<file path="config.mk">
export PLATFORM = sky130hd
export DESIGN_NAME = stream_uart_tx
export DESIGN_NICKNAME = d
export VERILOG_FILES = /design/src/rtl/stx_pkg.sv /design/src/rtl/stx_fifo.sv /design/src/rtl/stx_baud.sv /design/src/rtl/stx_serializer.sv /design/src/rtl/stream_uart_tx.sv
export SDC_FILE = /design/constraint.sdc
export NUM_CORES = 1
export LEC_CHECK = 0
export ABC_AREA = 1
export CAP_MARGIN = 20
export CORE_AREA = 2 2 151 153
export DETAILED_ROUTE_END_ITERATION = 16
export DIE_AREA = 0 0 153 155
export PLACE_DENSITY = 0.7
export SLEW_MARGIN = 20
export SYNTH_ARGS = -nofsm -noshare
export SYNTH_HDL_FRONTEND = slang
export SYNTH_HIERARCHICAL = 1
export SYNTH_SLANG_ARGS = --single-unit
</file>
<file path="constraint.sdc">
create_clock -name clk -period 2.4 [get_ports clk]
set_input_delay 0.24 -clock clk [delete_from_list [all_inputs] [get_ports clk]]
set_output_delay 0.24 -clock clk [all_outputs]
set_load 0.01 [all_outputs]
</file>
<file path="src/rtl/stx_pkg.sv">
package stx_pkg;

  typedef enum logic [1:0] {
    PAR_NONE = 2'd0,
    PAR_ODD  = 2'd1,
    PAR_EVEN = 2'd2
  } parity_e;

  // Parity bit that completes the requested ones-count over data + parity.
  function automatic logic par_bit(input parity_e mode, input logic [7:0] d);
    logic x;
    x = ^d;
    return (mode == PAR_ODD) ? ~x : x;
  endfunction

endpackage

</file>
<file path="src/rtl/stx_fifo.sv">
module stx_fifo #(
  parameter int W  = 8,
  parameter int AW = 2
) (
  input  logic         clk,
  input  logic         rst_n,
  input  logic         push,
  input  logic [W-1:0] wdata,
  input  logic         pop,
  output logic [W-1:0] rdata,
  output logic         full,
  output logic         empty
);
  localparam int DEPTH = 1 << AW;

  logic [W-1:0] mem [DEPTH];
  logic [AW:0]  wp_q, wp_d, rp_q, rp_d;

  assign empty = (wp_q == rp_q);
  assign full  = (wp_q[AW] != rp_q[AW]) && (wp_q[AW-1:0] == rp_q[AW-1:0]);
  assign rdata = mem[rp_q[AW-1:0]];

  always_comb begin
    wp_d = push ? wp_q + 1'b1 : wp_q;
    rp_d = pop  ? rp_q + 1'b1 : rp_q;
  end

  always_ff @(posedge clk or negedge rst_n) begin
    if (!rst_n) begin
      wp_q <= '0;
      rp_q <= '0;
    end else begin
      wp_q <= wp_d;
      rp_q <= rp_d;
    end
  end

  always_ff @(posedge clk) begin
    if (push) mem[wp_q[AW-1:0]] <= wdata;
  end

  AST_FIFO_NO_OVERFLOW:  assert property (@(posedge clk) disable iff (!rst_n) push |-> !full);
  AST_FIFO_NO_UNDERFLOW: assert property (@(posedge clk) disable iff (!rst_n) pop |-> !empty);

endmodule

</file>
<file path="src/rtl/stx_baud.sv">
module stx_baud #(
  parameter int CLK_HZ  = 50_000_000,
  parameter int BAUD_HZ = 115_200
) (
  input  logic clk,
  input  logic rst_n,
  input  logic run,
  input  logic restart,
  output logic tick
);
  localparam int AW = $clog2(CLK_HZ + BAUD_HZ + 1);
  localparam logic [AW-1:0] CLK_L  = AW'(CLK_HZ);
  localparam logic [AW-1:0] BAUD_L = AW'(BAUD_HZ);

  logic [AW-1:0] acc_q, acc_d, sum;

  assign sum  = acc_q + BAUD_L;
  assign tick = run && (sum >= CLK_L);

  always_comb begin
    acc_d = acc_q;
    if (restart)   acc_d = '0;
    else if (tick) acc_d = sum - CLK_L;
    else if (run)  acc_d = sum;
  end

  always_ff @(posedge clk or negedge rst_n) begin
    if (!rst_n) acc_q <= '0;
    else        acc_q <= acc_d;
  end

endmodule

</file>
<file path="src/rtl/stx_serializer.sv">
module stx_serializer
  import stx_pkg::*;
#(
  parameter int CLK_HZ    = 50_000_000,
  parameter int BAUD_HZ   = 115_200,
  parameter int PARITY    = 0,
  parameter int STOP_BITS = 1
) (
  input  logic       clk,
  input  logic       rst_n,
  input  logic       in_vld,
  input  logic [7:0] in_byte,
  output logic       take,
  output logic       busy,
  output logic       line
);
  localparam int PB = (PARITY != 0) ? 1 : 0;
  localparam int NB = 9 + PB + STOP_BITS;
  localparam int CW = $clog2(NB + 1);

  logic          busy_q, busy_d, line_q, line_d, tick;
  logic [NB-2:0] sh_q, sh_d;
  logic [CW-1:0] cnt_q, cnt_d;
  logic [NB-1:0] frame;

  assign take = in_vld && !busy_q;
  assign busy = busy_q;
  assign line = line_q;

  stx_baud #(.CLK_HZ(CLK_HZ), .BAUD_HZ(BAUD_HZ)) u_baud (
    .clk     (clk),
    .rst_n   (rst_n),
    .run     (busy_q),
    .restart (take),
    .tick    (tick)
  );

  always_comb begin
    frame      = '1;
    frame[0]   = 1'b0;
    frame[8:1] = in_byte;
    if (PB != 0) frame[9] = par_bit(parity_e'(PARITY), in_byte);
  end

  always_comb begin
    busy_d = busy_q;
    line_d = line_q;
    sh_d   = sh_q;
    cnt_d  = cnt_q;
    if (take) begin
      busy_d = 1'b1;
      line_d = 1'b0;
      sh_d   = frame[NB-1:1];
      cnt_d  = CW'(NB - 1);
    end else if (tick) begin
      if (cnt_q == '0) begin
        busy_d = 1'b0;
        line_d = 1'b1;
      end else begin
        line_d = sh_q[0];
        sh_d   = sh_q >> 1;
        cnt_d  = cnt_q - 1'b1;
      end
    end
  end

  always_ff @(posedge clk or negedge rst_n) begin
    if (!rst_n) begin
      busy_q <= 1'b0;
      line_q <= 1'b1;
      sh_q   <= '1;
      cnt_q  <= '0;
    end else begin
      busy_q <= busy_d;
      line_q <= line_d;
      sh_q   <= sh_d;
      cnt_q  <= cnt_d;
    end
  end

  AST_IDLE_HIGH:    assert property (@(posedge clk) disable iff (!rst_n) !busy_q |-> line_q);
  AST_START_LOW:    assert property (@(posedge clk) disable iff (!rst_n) take |=> (!line_q && busy_q));
  AST_HOLD_NO_TICK: assert property (@(posedge clk) disable iff (!rst_n) (busy_q && !tick && !take) |=> $stable(line_q));

endmodule

</file>
<file path="src/rtl/stream_uart_tx.sv">
module stream_uart_tx #(
  parameter int         CLK_HZ    = 50_000_000,
  parameter int         BAUD_HZ   = 115_200,
  parameter int         PARITY    = 0,
  parameter int         STOP_BITS = 1,
  parameter int         NBYTES    = 4,
  parameter int         FIFO_LOG2 = 2,
  parameter bit         SEP_EN    = 1'b0,
  parameter logic [7:0] SEP_BYTE  = 8'h20,
  parameter bit         END_EN    = 1'b0,
  parameter logic [7:0] END_BYTE  = 8'h0A
) (
  input  logic                clk,
  input  logic                rst_n,
  input  logic                s_valid,
  output logic                s_ready,
  input  logic [8*NBYTES-1:0] s_data,
  input  logic [NBYTES-1:0]   s_keep,
  input  logic                s_last,
  output logic                tx_line
);
  localparam int DW  = 8 * NBYTES;
  localparam int LW  = DW + NBYTES + 1;
  localparam int LIW = (NBYTES > 1) ? $clog2(NBYTES) : 1;

  // reset: asserted asynchronously, released on the clock
  logic [1:0] rs_q;
  logic       rst_i_n;
  always_ff @(posedge clk or negedge rst_n) begin
    if (!rst_n) rs_q <= 2'b00;
    else        rs_q <= {rs_q[0], 1'b1};
  end
  assign rst_i_n = rs_q[1];

  logic [NBYTES-1:0] keep_q, keep_d, ld_keep;
  logic [DW-1:0]     data_q, data_d, ld_data;
  logic              sep_q, sep_d, end_q, end_d, ld_last;
  logic              cur_busy, load, has_lane;
  logic [LIW-1:0]    lane_idx;
  logic [7:0]        byte_val;
  logic              byte_take, ser_busy;

  assign cur_busy = (|keep_q) || sep_q || end_q;
  assign has_lane = |keep_q;

  if (FIFO_LOG2 == 0) begin : g_direct
    assign s_ready = !cur_busy && !ser_busy;
    assign load    = s_valid && s_ready;
    assign ld_data = s_data;
    assign ld_keep = s_keep;
    assign ld_last = s_last;

    AST_DIRECT_READY_DROP: assert property (@(posedge clk) disable iff (!rst_i_n)
      (load && ((|s_keep) || SEP_EN || (END_EN && s_last))) |=> !s_ready);
  end else begin : g_fifo
    logic          f_full, f_empty, f_push;
    logic [LW-1:0] f_rdata;

    assign s_ready = !f_full;
    assign f_push  = s_valid && s_ready;
    assign load    = !cur_busy && !f_empty;
    assign {ld_last, ld_keep, ld_data} = f_rdata;

    stx_fifo #(.W(LW), .AW(FIFO_LOG2)) u_fifo (
      .clk   (clk),
      .rst_n (rst_i_n),
      .push  (f_push),
      .wdata ({s_last, s_keep, s_data}),
      .pop   (load),
      .rdata (f_rdata),
      .full  (f_full),
      .empty (f_empty)
    );
  end

  // lowest lane still pending
  always_comb begin
    lane_idx = '0;
    for (int i = NBYTES - 1; i >= 0; i--) begin
      if (keep_q[i]) lane_idx = LIW'(i);
    end
  end

  always_comb begin
    if (has_lane)   byte_val = data_q[8*int'(lane_idx) +: 8];
    else if (sep_q) byte_val = SEP_BYTE;
    else            byte_val = END_BYTE;
  end

  always_comb begin
    keep_d = keep_q;
    data_d = data_q;
    sep_d  = sep_q;
    end_d  = end_q;
    if (load) begin
      keep_d = ld_keep;
      data_d = ld_data;
      sep_d  = SEP_EN;
      end_d  = END_EN && ld_last;
    end else if (byte_take) begin
      if (has_lane)   keep_d[lane_idx] = 1'b0;
      else if (sep_q) sep_d = 1'b0;
      else            end_d = 1'b0;
    end
  end

  always_ff @(posedge clk or negedge rst_i_n) begin
    if (!rst_i_n) begin
      keep_q <= '0;
      data_q <= '0;
      sep_q  <= 1'b0;
      end_q  <= 1'b0;
    end else begin
      keep_q <= keep_d;
      data_q <= data_d;
      sep_q  <= sep_d;
      end_q  <= end_d;
    end
  end

  stx_serializer #(
    .CLK_HZ    (CLK_HZ),
    .BAUD_HZ   (BAUD_HZ),
    .PARITY    (PARITY),
    .STOP_BITS (STOP_BITS)
  ) u_ser (
    .clk     (clk),
    .rst_n   (rst_i_n),
    .in_vld  (cur_busy),
    .in_byte (byte_val),
    .take    (byte_take),
    .busy    (ser_busy),
    .line    (tx_line)
  );

  AST_NO_LOAD_WHILE_PENDING: assert property (@(posedge clk) disable iff (!rst_i_n) load |-> !byte_take);

endmodule

</file>
# After elaboration in Yosys (flattened, before gate mapping)
# Memories as Yosys holds them, arrays and structs flattened.
# Cells that the tools add are included.
# classes
n_addsub	5
eq_ne	6
magnitude_cmp	3
muxes	35
bitwise_logic	2
reduce_logical	24
shifts	1
# ops
op	n
two-way mux 26 bit	3
indexed part select 32 x 6 -> 8 bit	1
two-way mux 9 bit	3
adder 26 x 17 -> 26 bit, second input constant	1
>= comparator 26 bit, second input constant	1
subtractor 26 bit, second input constant	1
two-way mux 4 bit	6
two-way mux 1 bit	16
two-way mux 2 bit	4
two-way mux 8 bit	1
AND reduction 2 bit	4
nonzero test 2 bit	4
adder 3 x 1 -> 3 bit, second input constant	2
logical AND 1 bit	6
two-way mux 6 bit	1
bitwise AND 4 bit	1
logical NOT 1 bit	4
logical NOT 4 bit	1
inequality test 2 x 1 -> 1 bit, second input constant	2
NOT 4 bit	1
OR reduction 4 bit	1
subtractor 4 x 1 -> 4 bit, second input constant	1
== test 3 bit	1
less-than comparator 2 x 3 -> 1 bit, second input constant	1
other kinds (8)	9
# word_totals
n_memories	1
out_inout_bits	2
regBits	87
mem_bits_rw	148
in_bits	40
# memory_table
name	depth	width	rd	rd_ports_with_merged_regs	write_ports	line_no	source
g_fifo.u_fifo.mem	4	37	1	0	1	stx_fifo.sv:16	logic [W-1:0] mem [DEPTH];

# Logic depth before layout (Yosys ltp)
# Gate-level depths: netlist of the first run.
# logic_depth
word_depth	13
mapped_depth	20

# By module
# The synthesis of the first run kept the hierarchy.
# by_module_without_submodules
mod	cells_per_inst	instances	area_per_inst_um2
stx_fifo	511	1	6441.2
stx_baud	318	1	1868.0
stream_uart_tx	240	1	1840.5
stx_serializer	92	1	783.3

# Worst setup path before layout of the first run
# OpenSTA, ideal clock, no wires.
# synth_timing
path_kind	reg2reg
from	register u_ser.u_baud.acc_q[9]
to	register u_ser.cnt_q[2]
path_slack_ps	25
t_required_ps	2283
t_arrival_ps	2257
period_less_slack_ps	2375
stages_incl_launch_ff	20
setup_ps	117
path_cell_list	dfrtp_1 -> ha_1 -> nand2_1 -> inv_2 -> nand2_4 -> nand2_1 -> nor2_1 -> nand2_1 -> nor2_2 -> nand2_1 -> nand2_1 -> nand3_2 -> nand3_4 -> nand2_4 -> inv_2 -> buf_2 -> nand2_4 -> buf_6 -> nand3_1 -> nand2_1
# synth_between
elab_chain_len	5
# synth_lines
element	line_no	source
start: declaration	stx_baud.sv:15	logic [AW-1:0] acc_q, acc_d, sum;
start signal: assignment	stx_baud.sv:28	if (!rst_n) acc_q <= '0;
start signal: assignment	stx_baud.sv:29	else acc_q <= acc_d;
adder 26 x 17 -> 26 bit	stx_baud.sv:17	assign sum = acc_q + BAUD_L;
>= comparator 26 bit	stx_baud.sv:18	assign tick = run && (sum >= CLK_L);
logical AND 1 bit	stx_baud.sv:18	
via u_ser.tick	stx_serializer.sv:21	logic busy_q, busy_d, line_q, line_d, tick;
nonzero test 2 bit (no line)	-	
AND reduction 2 bit (no line)	-	
end signal: assignment	stx_serializer.sv:77	cnt_q <= cnt_d;
end: declaration	stx_serializer.sv:23	logic [CW-1:0] cnt_q, cnt_d;
# The timed path passes the listed nets, and every way through them passes these cells.
# A chain may end at the register's enable or synchronous reset.

# Worst setup path in the final report of the first run
# layout_timing
from	register u_ser.u_baud.acc_q[14]
to	register u_ser.u_baud.acc_q[7]
# layout_between
elab_chain_len	5
elab_cells_between_ends	6
# layout_lines
element	line_no	source
adder 26 x 17 -> 26 bit *	stx_baud.sv:17	
>= comparator 26 bit *	stx_baud.sv:18	
logical AND 1 bit *	stx_baud.sv:18	
via u_ser.tick	stx_serializer.sv:21	
two-way mux 26 bit	stx_baud.sv:23	else if (tick) acc_d = sum - CLK_L;
two-way mux 26 bit	stx_baud.sv:22	if (restart) acc_d = '0;
# The timed path passes the listed nets; every way through them passes the cells marked *.

==> summary.txt, run 1 <==
Status: complete, no violations
Worst EP required: 2.84 ns
TritonCTS clock tree: yes
Hold Crit Class: in2reg
Max-slew violation count: 0
Wirelength per Cell: 14.3 µm
Vias in the first global route: 7293
Finished Layout Cells: 1510
Die Wd: 153 µm
Mapped cell area: 10800 µm²
Core ar.: 22200 µm²
Worst Setup Path Type: reg2reg
Final ANT Viol Nets: 0
Final Hold Vio Count: 0
Clock tree buffer depth: 3
Final Skew: 0.0137 ns
Die Ht: 155 µm
CP max FO: 6
Pleak: 5.60 nW
Final #Nets: 1256
Total GRT Usage: 17.9%
TritonCTS Buffers: 24
Crit-path slowest cell: dfrtp_1
Global route overflow: 0
Post-Synthesis Cells: 1149
Worst hold slack: 0.342 ns
Power density over the cells: 745 nW/µm²
Ant. Diodes: 0
Syn-to-layout area delta: 16.0%
GP Congestion: 0.822
Clock sink count: 222
Placed cells: 1456
Crit-path max cell delay: 0.39 ns
Vias per cell: 5.06
Core Rows: 55
Root Driver: clkbuf_16
Worst EP arrival: 2.74 ns
Via count: 7641
TNS Setup: 0 ns
Measured slew at the worst slew-check pin: 0.960 ns
Largest net degree at the start of global routing: 73
1st-iter DRT viols: 408
H-tree Lvls: 1
Worst setup EP type: flop
Worst VDD drop: 754 µV
Max-cap violation count: 0
Initial antenna violation count: 0
Clk_lat worst skew: 0.53 ns
Routed wire length: 21500 µm
Layout cell share with drive strength beyond 1: 14.2%
Type of origin of the critical path: flop
Final setup vio count: 0
First-pass GRT wire length: 34900 µm
Drt drc: 0
Clock transition at path regs: 0.06 ns
IO Port Bufs: 40
HPWL Detailed: 13200 µm
Detailed Routing Iterations Pass 1: 5
Syn Area/Cell: 9.38 µm²
Initial Util: 48.5%
Period utilization: 95.7%
Die area: 23700 µm²
Mapped Nets: 1198
Ports: 42
Final core utilization: 56.3%
Max transition margin: 35.8%
CP cell instances: inv_2, nand2_4, nor2_4, buf_4, nand2_4, nand3_1, nand2_1, nand2_2, nand2_1, nor2_1, nand3_2, nand3_4, nand2_4, inv_6, buf_4, nand2_1, o21ai_1
Tmin final: 2.30 ns
F_max: 0.435 GHz
Synthesis Warnings: 6
## final cells by class
cell class	instances	area (µm²)
clock inverters	16	160
fillers	1892	9720
clock buffers	28	616
repair buffers	76	778
well taps	285	357
multi-input cells	714	3660
inverters	169	643
flip-flops and latches	222	6300
## flip-flops by register name, indices dropped and copies added, names as in the netlist
name                cells
data_q                 32
g_fifo.u_fifo/mem     144
g_fifo.u_fifo/rp_q      3
g_fifo.u_fifo/wp_q      3
keep_q                  4
rs_q                    2
u_ser/busy              1
u_ser/cnt_q             4
u_ser/line              1
u_ser/sh_q              9
u_ser/u_baud/acc_q     19
## path summary, 6_finish.rpt
kind | slack (ns) | cells past startpoint | from | endpoint
min | 0.34 | 1 | s_data[8] | g_fifo.u_fifo/mem[0][8]
min reg2reg | 0.36 | 0 | rs_q[0] | rs_q[1]
min in group asynchronous | 0.39 | 0 | rs_q[1] | u_ser/u_baud/acc_q[21]
max | 0.10 | 17 | u_ser/u_baud/acc_q[14] | u_ser/u_baud/acc_q[7]
max in group asynchronous | 1.30 | 1 | rs_q[1] | data_q[5]
max reg2reg | 0.10 | 17 | u_ser/u_baud/acc_q[14] | u_ser/u_baud/acc_q[7]
## worst max-delay path: cells and delay by family, from the launching register on
family                 cells  cell delay, ns
buffers and inverters      4            0.52
DFF                        1            0.39
AOI/OAI and AO/OA          1            0.14
and+or+nand+nor           12            1.17
## per-layer routing
layer,vias up,routed length (µm),GRT usage [%]
met3,44,919,2.62
li1,3841,-,-
met2,170,11100,32.6
met5,-,0,0
met1,3586,8990,22.0
met4,0,491,5.86
## layout by cell type, fill, tap and decap left out, drive strengths merged
master,n
a21oi,11
a31oi,1
and2,1
buf,34
bufinv,2
clkbuf,29
clkdlybuf4s50,40
clkinv,12
clkinvlp,3
conb,1
dfrtp,68
dfstp,10
dlygate4sd3,1
edfxtp,144
ha,9
inv,168
nand2,405
nand3,103
nand3b,1
nand4,13
nor2,38
o211ai,37
o21ai,75
o22ai,1
o31ai,1
xnor2,4
xor2,13
## power by group
part           total (W)  internal [W]  switching [W]
clock network    0.00355       0.00207        0.00148
registers        0.00481       0.00465       0.000156
logic           0.000955      0.000363       0.000592
## what timing repair did
action | 4_1_cts | 5_1_grt
hold buffers | 1 | 0
hold endpoints to repair | 2 | 0
setup buffers | 0 | 6
setup endpoints to repair | 0 | 33
resized for setup | 0 | 43
## through the flow
stage / worst slack [ns] / area, µm² / total power [W]
2_1_floorplan: 0.0253 / 10800 / 0.00542
3_3_place_gp: 0.132 / 11500 / 0.00582
3_5_place_dp: 0.0833 / 11500 / 0.00586
4_1_cts: 0.0211 / 12300 / 0.00940
5_1_grt: -0.106 / 12500 / 0.00971
6_report: 0.104 / 12500 / 0.00931
No activity file was read; power rests on OpenSTA's default activity.
==> inputs of run 2 (changes only) <==
CORE_AREA = 2 2 136 138   (was 2 2 151 153)
DIE_AREA = 0 0 138 140   (was 0 0 153 155)
PLACE_DENSITY = 0.76   (was 0.7)
SLEW_MARGIN = 40   (was 20)
SYNTH_HIERARCHICAL = unset   (was 1)
==> run 2 against run 1 <==
- combinational power fell by 11%
- power fell by 0.67%
- routed wire length fell by 5.4%
- maximum frequency rose by 0.89%
- sequential power fell by 0.8%
==> summary.txt, run 2 <==
Synth top area cells: edfxtp_1 (45%), dfrtp_1 (18%), nand2_1 (7.1%), nor2_1 (5.5%), o21ai_0 (5.1%)
Syn-to-layout area delta: 18.7%
PnR worst setup slack: 0.124 ns (+0.0202 ns)
Number of synthesized register bits: 222
1st-iter DRT viols: 470 (+15%)
First-pass GRT wire length: 32900 µm (-5.9%)
GP Congestion: 0.830 (+1.0%)
Clock transition at path regs: 0.06 ns (about the same)
Die Wd: 138 µm (-9.8%)
Clock sink count: 222 (unchanged)
Max-cap violation count: 0 (unchanged)
Die area: 19300 µm² (-19%)
Placed Area: 10500 µm² (-8.4%)
Syn Area/Cell: 10.1 µm² (+7.6%)
Measured slew at the worst slew-check pin: 0.764 ns (-0.196 ns)
Period utilization: 94.8% (-0.84 points)
Mapped Nets: 1007 (-16%)
Multiplexer area fraction after synthesis: 0%
Finished Layout Cells: 1266 (-16%)
Vias in the first global route: 6692 (-8.2%)
Largest net degree at the start of global routing: 75 (+2.7%)
Final #Nets: 1070 (-15%)
Ports: 42 (unchanged)
Placed cells: 1214 (-17%)
Commonest non-fill, non-tap cells in the layout: nand2_1 (170), edfxtp_1 (144), nor2_1 (136)
Overall power: 0.00925 W (-0.67%)
Initial antenna violation count: 0 (unchanged)
Post-Synth Simple-Gate Area: 18.3%
Synth Area in Adders: 1.03%
Total GRT Usage: 20.9% (+3.0 points)
Drt drc: 0 (unchanged)
CP max FO: 8 (+2)
Wirelength per Cell: 16.1 µm (+13%)
Die Ht: 140 µm (-9.7%)
Share of the synthesized area in the top cell type: 44.7%
Worst VDD drop: 724 µV (-4.0%)
Clock tree buffer depth: 3 (unchanged)
Core Rows: 49 (-11%)
TritonCTS clock tree: yes
Tmin final: 2.28 ns (-0.0202 ns)
Via count: 6990 (-8.5%)
Worst setup EP type: flop
Hold Crit Class: reg2async
Routed wire length: 20400 µm (-5.4%)
Worst slack at placement: 0.0359 ns (-0.0474 ns)
Number of flops mapped to enable cells by yosys: 144
Layout cell share with drive strength beyond 1: 12.4% (-1.8 points)
HPWL Detailed: 11800 µm (-11%)
Most common cell after layout, fill and taps aside: nand2_1
F_max: 0.439 GHz (+0.89%)
Worst EP arrival: 2.66 ns (-0.08 ns)
Post-synth top flop: edfxtp_1
Max transition margin: 49.0% (+13 points)
Register area: 6290 µm² (about the same)
Core ar.: 17800 µm² (-20%)
Seq/Total Area, Yosys: 65.0%
Synthesis Warnings: 0 (-6)
Global route overflow: 0 (unchanged)
Initial Util: 54.4% (+6.0 points)
TritonCTS Buffers: 23 (-4.2%)
Root Driver: clkbuf_16
Worst Setup Path Type: reg2reg
IO Port Bufs: 40 (unchanged)
Vias per cell: 5.52 (+9.1%)
Final Cell Area: 11500 µm² (-8.1%)
Largest area contributor in the netlist: edfxtp_1
Max reg flops: 144 (unchanged)
Post-synthesis xor/xnor area fraction: 0.724%
Fillers: 1359 (-28%)
Status: complete, no violations
Max-slew violation count: 0 (unchanged)
Final setup vio count: 0 (unchanged)
Post-Synthesis Cells: 959 (-17%)
Post-synthesis cell type count: 40
Power density over the cells: 805 nW/µm² (+8.1%)
Ant. Diodes: 0 (unchanged)
Detailed Routing Iterations Pass 1: 5 (unchanged)
Async SR Flop Fraction: 35.1%
Top post-synthesis cells by count: nand2_1 (182), edfxtp_1 (144), nor2_1 (143)
Mapped cell area: 9680 µm² (-10%)
Most common cell in the synthesized netlist: nand2_1
Final ANT Viol Nets: 0 (unchanged)
Final Hold Vio Count: 0 (unchanged)
Final core utilization: 64.6% (+8.4 points)
Final Skew: 0.0102 ns (-0.00347 ns)
Worst EP required: 2.78 ns (-0.06 ns)
Multi-input gate area: 3080 µm² (-16%)
Main combinational cell family by area after synthesis: simple AND/OR/NAND/NOR gates
Clk_lat worst skew: 0.50 ns (-0.03 ns)
Synth Area in Compound Gates: 10.3%
Type of origin of the critical path: flop
H-tree Lvls: 1 (unchanged)
Pleak: 4.62 nW (-17%)
## run 2: final timing paths
check | endpoint | depth (start not counted) | start | slack [ns]
min | u_ser.u_baud.acc_q[14] | 0 | rs_q[1] | 0.31
max | u_ser.cnt_q[2] | 16 | u_ser.u_baud.acc_q[10] | 0.12
max in group asynchronous | u_ser.sh_q[8] | 1 | rs_q[1] | 1.44
min in group clk | rs_q[1] | 0 | rs_q[0] | 0.35
max reg2reg | u_ser.cnt_q[2] | 16 | u_ser.u_baud.acc_q[10] | 0.12
min reg2reg | u_ser.u_baud.acc_q[14] | 0 | rs_q[1] | 0.31
## run 2: critical path: stages, from the launching register on
cell and delay, ns:
dfrtp_1 0.35, ha_2 0.19, nand2_2 0.06, inv_2 0.09, nand2_4 0.09, buf_4 0.14
nand2_1 0.05, nand2_1 0.06, nand2_2 0.07, nand4_1 0.14, a21oi_2 0.19, nand3_2 0.13
nand2_8 0.12, buf_4 0.13, nand3_2 0.14, nand3_1 0.12, nand2_1 0.07
## run 2: cell families (layout without fill, tap and decap cells)
logic type / after synthesis / count (layout)
other: 1 / 1
and+or+nand+nor: 421 / 424
buffers and inverters: 116 / 191
xor gates and xnor gates: 8 / 8
adders and majority gates: 8 / 8
AOI/OAI and AO/OA: 183 / 183
DFF: 222 / 222
## run 2: cell type report
class / instances / area share, %
inverters: 75 / 2.49
repair buffers: 76 / 6.62
clock inverters: 12 / 1.40
flip-flops and latches: 222 / 54.8
well taps: 229 / 2.49
clock buffers: 28 / 5.35
multi-input cells: 624 / 26.8
## run 2: timing repair
action                                  4_1_cts  5_1_grt
endpoints found under the setup margin        0       32
resized for setup                             0       29
hold buffers                                  1        0
setup buffers                                 0        8
hold endpoints to repair                      2        0
## run 2: stage by stage
step,hold WS [ns],TNS (ns)
floorplan,-0.0556,-14.32
global placement,0.330,0
detailed placement,0.331,0
CTS,0.336,0
global route,0.356,-0.328
finish,0.306,0
## run 2: per-layer routing
metal  up-vias  global-route usage (%)  wire (µm)
met5         -                       0          0
met1      3316                    26.3       8290
met4         0                    6.39        527
met2       208                    37.8      10400
li1       3424                       -          -
met3        42                    2.80       1120
## run 2: where the power goes
| part | internal [W] | leakage, nW | switching [W] | total, W |
|---|---|---|---|---|
| combinational | 0.000298 | 2.00 | 0.000552 | 0.000850 |
| sequential | 0.00464 | 2.24 | 0.000127 | 0.00477 |
| clock | 0.00224 | 0.375 | 0.00139 | 0.00363 |
| total | 0.00718 | 4.62 | 0.00207 | 0.00925 |
